File: src/rtl/ucclk_gen.sv
module ucclk_gen #(
  parameter int DIV_HI      = 4,
  parameter int DIV_LO      = 6,
  parameter int STOP_CYCLES = 16,
  parameter int IRQ_EDGES   = 2
) (
  input  logic       clk_osc,
  input  logic       rst_n,
  input  logic [1:0] band_code,
  input  logic       detect_start,
  input  logic       irq_pulse,
  output logic       mc_clk,
  output logic       div_sel_hi
);
  localparam int HALF_HI = DIV_HI / 2;
  localparam int HALF_LO = DIV_LO / 2;
  localparam int HALF_MX = (HALF_HI > HALF_LO) ? HALF_HI : HALF_LO;
  localparam int CW = $clog2(HALF_MX + 1);
  localparam int SW = $clog2(STOP_CYCLES + 1);
  localparam int IW = $clog2(IRQ_EDGES + 1);

  logic          run, phase, irq_d, counting;
  logic [CW-1:0] cnt, half_q;
  logic [SW-1:0] stop_left;
  logic [IW-1:0] irq_seen;

  assign div_sel_hi = (band_code != 2'b10);
  assign mc_clk     = phase;

  wire [CW-1:0] half_new   = div_sel_hi ? CW'(HALF_HI) : CW'(HALF_LO);
  wire          half_end   = run && (cnt == half_q - 1'b1);
  wire          period_end = half_end && phase;
  wire          irq_fall   = irq_d && !irq_pulse;

  always_ff @(posedge clk_osc or negedge rst_n) begin
    if (!rst_n) begin
      run       <= 1'b0;
      phase     <= 1'b0;
      cnt       <= '0;
      half_q    <= CW'(HALF_HI);
      irq_d     <= 1'b0;
      counting  <= 1'b0;
      stop_left <= '0;
      irq_seen  <= '0;
    end else begin
      irq_d <= irq_pulse;
      if (!run) begin
        phase    <= 1'b0;
        cnt      <= '0;
        half_q   <= half_new;
        irq_seen <= '0;
        counting <= 1'b0;
        if (detect_start) run <= 1'b1;
      end else begin
        if (half_end) begin
          cnt   <= '0;
          phase <= !phase;
          if (phase) half_q <= half_new;
        end else begin
          cnt <= cnt + 1'b1;
        end

        if (detect_start) begin
          irq_seen <= '0;
          counting <= 1'b0;
        end else if (counting) begin
          if (period_end) begin
            stop_left <= stop_left - 1'b1;
            if (stop_left == SW'(1)) begin
              run      <= 1'b0;
              counting <= 1'b0;
            end
          end
        end else if (irq_fall) begin
          irq_seen <= irq_seen + 1'b1;
          if (irq_seen == IW'(IRQ_EDGES - 1)) begin
            counting  <= 1'b1;
            stop_left <= SW'(STOP_CYCLES);
          end
        end
      end
    end
  end
endmodule

File: config.mk
export PLATFORM = sky130hd
export DESIGN_NAME = ucclk_gen
export DESIGN_NICKNAME = d
export VERILOG_FILES = /design/src/rtl/ucclk_gen.sv
export SDC_FILE = /design/constraint.sdc
export NUM_CORES = 1
export LEC_CHECK = 0
export ABC_AREA = 1
export CAP_MARGIN = 20
export CORE_UTILIZATION = 45
export DETAILED_ROUTE_END_ITERATION = 12
export DONT_BUFFER_PORTS = 1
export PLACE_DENSITY = 0.63
export SLEW_MARGIN = 20
export SYNTH_ARGS = -nofsm -noshare
export SYNTH_HDL_FRONTEND = slang
export SYNTH_SLANG_ARGS = --single-unit
File: constraint.sdc
create_clock -name clk_osc -period 1.5 [get_ports clk_osc]
set_input_delay 0.15 -clock clk_osc [delete_from_list [all_inputs] [get_ports clk_osc]]
set_output_delay 0.15 -clock clk_osc [all_outputs]
set_load 0.005 [all_outputs]
==> results of run 1 <==
[through the flow]
step                      power [mW]  utilization, %
after floorplan                0.778               -
after global placement         0.828            50.2
after detailed placement       0.836            50.2
after CTS                       1.14            54.5
after global routing            1.19            54.5
final                           1.12            54.5
[final timing paths]
kind | startpoint | slack (ns) | cells past startpoint | to
min reg2reg | cnt[0] | 0.52 | 1 | cnt[0]
min | band_code[1] | 0.06 | 2 | half_q[0]
max reg2reg | irq_seen[1] | 0.25 | 7 | stop_left[2]
max in group asynchronous | rst_n | 0.77 | 1 | stop_left[1]
min in group asynchronous | rst_n | 0.31 | 1 | cnt[1]
max | irq_seen[1] | 0.25 | 7 | stop_left[2]
[metal layers]
metal,part of all wire [%],wire length [um]
met5,0,0
met4,2.5,31
met3,3.4,43
met2,44,554
met1,50,630
[Yosys cell counts]
library cell	instances	area, um2
a21oi_4	1	16.3
a21oi_1	2	10.0
inv_2	2	7.51
o21ai_0	1	5.00
nand2_2	2	12.5
nand4_1	1	6.26
o21ai_1	1	5.00
or2_1	1	6.26
inv_1	12	45.0
nand3_2	3	30.0
ha_1	3	37.5
nand3b_1	1	7.51
nand3_1	8	40.0
nand2_1	27	101
xor2_1	1	8.76
nor2_1	10	37.5
dfrtp_1	14	350
nand2_4	1	11.3
o21a_1	1	7.51
xnor2_1	1	8.76
[cells by family after synthesis]
family	Yosys count
AO/OA/AOI/OAI	6
XOR/XNOR	2
adder cells (fa/ha/maj)	3
buffers and inverters	14
flip-flops	14
AND/OR/NAND/NOR	54
[cell usage in the layout, fill, tap and decap left out, types with 2 or more instances in the layout]
cell type      synthesis  final
nor2_1                10     10
a21oi_1                2      2
nand3_1                8      8
dfrtp_1               14     14
nand2_2                2      2
dlygate4sd3_1          0      3
clkbuf_4               0      3
ha_1                   3      3
nand2_1               27     27
inv_1                 12     12
nand3_2                3      3
inv_2                  2      2
[power by group through the flow]
stage | logic [mW] | registers, mW | clock network (mW)
2_1_floorplan | 0.252 | 0.525 | 0
3_3_place_gp | 0.285 | 0.543 | 0
3_5_place_dp | 0.291 | 0.545 | 0
4_1_cts | 0.306 | 0.536 | 0.294
5_1_grt | 0.345 | 0.547 | 0.302
6_report | 0.302 | 0.536 | 0.284
[registers in the layout, indices dropped and copies added (netlist names)]
| name | cells |
|---|---|
| cnt | 2 |
| counting | 1 |
| half_q | 1 |
| irq_d | 1 |
| irq_seen | 2 |
| mc_clk | 1 |
| run | 1 |
| stop_left | 5 |
[cell type report]
type | instances | area share [%]
Clock buffer | 4 | 4.32
Inverter | 14 | 6.25
Multi-Input combinational cell | 65 | 41.8
Sequential cell | 14 | 41.7
Tap cell | 16 | 2.38
Timing Repair Buffer | 3 | 3.57
[what timing repair did]
item / 4_1_cts / 5_1_grt
buffers inserted: 0 / 0
hold buffers: 3 / 0
endpoints found under the hold margin: 16 / 0
==> results.md, run 1 <==
- Die Ht: 42.9 um
- Row count: 14
- CP Launch Type: flop
- Switch share: 35.2%
- Syn Inst Count: 93
- Synth cell types: 20
- Slowest-stage cell, CP: dfrtp_1
- Pre-CTS WS: 0.275 ns
- Starting Density: 48.9%
- # resized after CTS: 0
- F_max: 801 MHz
- Total track usage: 16.0%
- Hold WS: 0.0582 ns
- GR Util met3: 2.55%
- Mapped cell area: 754 um2
- CP peak stage delay: 0.39 ns
- CTS tree: done
- Switch Pwr: 0.396 mW
- Initial antenna violation count: 0
- Met2 Use GR: 24.8%
- Final #Nets: 110
- Root buffer cell: clkbuf_4
- Buffers on Ports: 0
- Yosys warns: 0
- Die X: 42.9 um
- Worst-Margin Slew: 0.637 ns
- Clk pin slew, worst setup/hold paths: 0.09 ns
- DR vias/cell: 4.89
- Comb power frac: 26.9%
- Worst min path class: input pin to flop
- Core area: 1540 um2
- #FFs+latches synth: 14
- First-pass GRT wire length: 2150 um
- Setup violations, final: 0
- Vias in the first global route: 533
- DIE AREA: 1840 um2
- Global route overflow: 0
- Post-Route WL: 1260 um
- Post-layout minimum cycle time: 1.25 ns
- Worst skew pair latency: 0.29 ns
- Clk buf depth: 2
- Largest family of logic cells by synthesized area: simple AND/OR/NAND/NOR gates
- Design Area, Final: 841 um2
- Slew headroom: 57.4%
- Clk sinks: 14
- P_leak: 0.440 nW
- # DRC: 0
- Peak supply drop: 0.871 mV
- Pre-Repair DR Iteration Count: 4
- Iteration-0 DRC Markers: 17
- Met1 Usage GRT: 20.2%
- Sequential Power Share: 47.7%
- Setup WS post-layout: 0.252 ns
- GR peak layer: met2
- Post-Synth Simple-Gate Area: 33.5%
- Sequential area share after synthesis: 46.4%
- Crit path capture type: flop
- Multi-input gate area: 352 um2
- Max-cap viol count: 0
- Placed cell count: 109
- H-tree Lvls: 1
- Worst Path Max Fanout: 7
- Via count: 567
- Register Area: 350 um2
- CP Class: flop to flop
- Cell Area, Placed: 774 um2
- Mux cell area share after synthesis: 0%
- CP required: 1.68 ns
- Xor-xnor portion of the synthesized cell area: 2.32%
- DP HPWL: 895 um
- Share of cells above drive strength 1: 13.0%
- Status: completed
- Fill cells: 146
- Buf/Inv on CP: 1
- Delay-heaviest family, CP: flip-flops
- Syn nets: 102
- Power Dens Cells: 1340 nW/um2
- Int Pwr: 0.727 mW
- Fin crit share: 83.2%
- Io pins: 8
- Area delta synth->final: 11.4%
- Diodes inserted: 0
- Routed Antenna Nets: 0
- Clock skew: 0.00765 ns
- Clock power frac: 25.3%
- Routability cong.: 0.816
- WP data arrival: 1.43 ns
- Adder-Cell Fraction of Synth Area: 4.98%
- CTS buffer count: 3
- Setup_tns: 0 ns
- Top cell by count, worst path: nand2_1
- Drt wl/cell: 10.9 um
- Worst path cell trace: inv_1, ha_1, nand3_1, a21oi_4, nand2_4, nand2_1, nand2_1
- Fin. max-slew vios: 0
- Largest net degree at the start of global routing: 15
- RSZ-0062 raised after global routing: no
- Synth Area in Compound Gates: 5.80%
- Final-report hold violation count: 0
- Non-Filler Instances: 116
- Mapped Avg Cell Area: 8.11 um2
(Power assumes the default switching activity.)
==> run 2, diff against run 1 <==
Settings changed: ABC_AREA 1 to 0.
Clock period 1.5 ns to 1.3 ns, I/O delays scaled along.
==> run 2 against run 1 <==
- the run now ends with DRC, setup timing left
- register-to-register slack got worse by 0.46 ns
- clock power increased by 13%
- cell count increased by 1.7%
- cell area increased by 16%
- critical path depth decreased by 3
==> results.md, run 2 <==
- Mapped Avg Cell Area: 9.58 um2 (+18%)
- Clk sinks: 14 (unchanged)
- WP data arrival: 1.71 ns (+0.28 ns)
- Syn Inst Count: 82 (-12%)
- Switch Pwr: 0.735 mW (+86%)
- Failing checks: DRC, setup timing
- Switch share: 38.2% (+3.0 points)
- CP required: 1.50 ns (-0.18 ns)
- Sequential Power Share: 36.2% (-12 points)
- Final #Nets: 112 (+1.8%)
- Largest area contributor in the netlist: dfrtp_1
- Comb power frac: 47.2% (+20 points)
- Syn nets: 91 (-11%)
- Top cell type's share of synthesized area: 44.6% (-1.8 points)
- Slowest-stage cell, CP: or3b_4
- Delay-heaviest family, CP: compound AO/OA/AOI/OAI gates
- Worst-Margin Slew: 0.662 ns (+0.0248 ns)
- Cell Area, Placed: 900 um2 (+16%)
- Sequential area share after synthesis: 44.6% (-1.8 points)
- Slew headroom: 55.7% (-1.7 points)
- Largest regs: stop_left x5, cnt x2, irq_seen x2
- Pre-Repair DR Iteration Count: 8 (+4)
- Commonest non-fill, non-tap cells in the layout: 14 x dfrtp_1, 14 x buf_4, 11 x nand2_1
- Status: complete, but fails checks
- Top-count cell post-synth: dfrtp_1
- Die Ht: 43.8 um (+2.0%)
- WL met3: 58 um (+35%)
- Clk pin slew, worst setup/hold paths: 0.09 ns (about the same)
- Share of cells above drive strength 1: 22.5% (+9.5 points)
- Die X: 43.8 um (+2.0%)
- Vias in the first global route: 659 (+24%)
- Setup violations, final: 8 (+8)
- Most frequent cells after synthesis: 14 x dfrtp_1, 11 x nand2_1, 7 x a21oi_1, 6 x inv_1
- Top sig layer: met4
- CP Launch Type: flop
- Root buffer cell: clkbuf_4
- Critical path origin: half_q[0]
- Worst skew pair latency: 0.28 ns (about the same)
- Crit path capture type: flop
- Via count: 686 (+21%)
- Total track usage: 21.1% (+5.1 points)
- DIE AREA: 1920 um2 (+4.0%)
- Setup_tns: -0.951 ns (-0.951 ns)
- Drt wl/cell: 14.3 um (+32%)
- H-tree Lvls: 1 (unchanged)
- Routed Antenna Nets: 0 (unchanged)
- # DRC: 2 (+2)
- DP HPWL: 1240 um (+39%)
- Max FFs per register: 5 (unchanged)
- Reg2reg end: stop_left[4]
- First-pass GRT wire length: 2900 um (+35%)
- Yosys warns: 0 (unchanged)
- F_max: 662 MHz (-17%)
- Clock skew: 0.000545 ns (-0.00710 ns)
- Mapped cell area: 786 um2 (+4.1%)
- Buffers on Ports: 0 (unchanged)
- Iteration-0 DRC Markers: 22 (+5)
- CP peak stage delay: 0.43 ns (+0.04 ns)
- Peak supply drop: 0.937 mV (+7.5%)
- Synth cell types: 28 (+40%)
- Int Pwr: 1.19 mW (+63%)
- #FFs+latches synth: 14 (unchanged)
- CTS tree: done
- RR Startpoint: half_q[0]
- Io pins: 8 (unchanged)
- Worst-case reg-to-reg path depth: 4 (-3)
- P_leak: 0.435 nW (-1.2%)
- Buf/Inv on CP: 0 (-1)
- Initial antenna violation count: 0 (unchanged)
- Routability cong.: 0.798 (-2.2%)
- Row count: 14 (unchanged)
- Final Core Density: 62.0% (+7.4 points)
- Fin. max-slew vios: 0 (unchanged)
- Top reg by flops: stop_left
- Clk buf depth: 2 (unchanged)
- Fin crit share: 116% (+33 points)
- Met1 wire length: 816 um (+30%)
- Global route overflow: 0 (unchanged)
- Max-cap viol count: 0 (unchanged)
- Routed met2 length: 789 um (+42%)
- Worst min path class: input pin to flop
- CTS buffer count: 3 (unchanged)
- Worst path depth: 4 (-3)
- Worst setup path endpoint: stop_left[4]
- Async set or reset register ratio after synthesis: 100% (unchanged)
- Number of flops mapped to enable cells by yosys: 0 (unchanged)
- Largest net degree at the start of global routing: 15 (unchanged)
- Setup WS post-layout: -0.210 ns (-0.462 ns)
- Main area contributors after synthesis: dfrtp_1 45%, nand2_1 5.3%, ha_1 4.8%
- DR vias/cell: 5.81 (+19%)
- Post-layout minimum cycle time: 1.51 ns (+0.262 ns)
- Area delta synth->final: 24.4%
- RSZ-0062 raised after global routing: yes
- FF-to-FF setup slack: -0.21 ns (-0.46 ns)
- Core area: 1580 um2 (+2.3%)
- Design Area, Final: 977 um2 (+16%)
- Worst path cell trace: or3b_4, a2111oi_4, o22ai_1, a41oi_1
- Worst Path Max Fanout: 5 (-2)
- Diodes inserted: 0 (unchanged)
- Final-report hold violation count: 0 (unchanged)
- CP Class: flop to flop
- Starting Density: 49.8% (+0.90 points)
- Post-Route WL: 1690 um (+34%)
- Power Dens Cells: 1970 nW/um2 (+47%)
- Clock power frac: 16.7% (-8.6 points)
- Top FF cell, synth: dfrtp_1
-- run 2: cell types whose count changed in the layout (fill, tap and decap cells not counted), sizes merged, moves of 3 or more --
cell / previous run / this run
buf: 0 / 14
nand2b: 0 / 5
inv: 14 / 6
a21oi: 3 / 7
nor2: 10 / 4
nand2: 30 / 11
a21o: 0 / 3
nand3: 11 / 5
-- run 2: what timing repair did --
action                                 4_1_cts  5_1_grt
buffers inserted                             0        1
gates cloned                                 0        0
gates resized for setup                      1        0
hold buffers                                 3        0
setup endpoints to repair                    6        8
endpoints found under the hold margin       16        0
-- run 2: power groups by stage --
stage | logic (mW) | clock network [mW] | registers [mW]
after floorplan | 0.491 | 0 | 0.733
after CTS | 0.908 | 0.325 | 0.694
final | 0.907 | 0.320 | 0.695
after detailed placement | 0.862 | 0 | 0.702
after global placement | 0.840 | 0 | 0.687
after global routing | 1.00 | 0.349 | 0.710
-- run 2: cell type report --
class	count	area [um2]
flip-flops and latches	14	350
repair buffers	17	135
inverters	6	22.5
fillers	130	599
multi-input cells	61	413
well taps	16	20.0
clock buffers	4	36.3
-- run 2: cells by family after synthesis --
group / share of synthesized area [%]
and+or+nand+nor: 23.1
DFF: 44.6
xor gates and xnor gates: 2.23
AOI/OAI and AO/OA: 22.0
adders and majority gates: 4.78
buffers and inverters: 3.34
-- run 2: worst min path at each step --
stage                  from     endpoint  slack (ns)  cells after the start
6_report       detect_start  irq_seen[0]        0.09                      2
5_1_grt        detect_start  irq_seen[1]        0.10                      2
4_1_cts        detect_start  irq_seen[1]        0.09                      2
3_5_place_dp          rst_n       cnt[0]       -0.17                      0
3_3_place_gp          rst_n       cnt[0]       -0.17                      0
2_1_floorplan         rst_n       cnt[0]       -0.17                      0
-- run 2: per-stage QoR --
step | hold slack (ns) | std cells | worst slack (ns) | total power [mW]
2_1_floorplan | -0.166 | 82 | -0.176 | 1.22
3_3_place_gp | -0.165 | 110 | -0.198 | 1.53
3_5_place_dp | -0.165 | 110 | -0.241 | 1.56
4_1_cts | 0.0924 | 117 | -0.207 | 1.93
5_1_grt | 0.105 | 118 | -0.288 | 2.06
6_report | 0.0857 | 118 | -0.210 | 1.92
-- run 2: routing by layer --
layer / GRT usage, % / vias up
li1: - / 335
met1: 27.7 / 332
met2: 34.9 / 17
met3: 3.75 / 2
met4: 7.50 / 0
met5: 0 / -
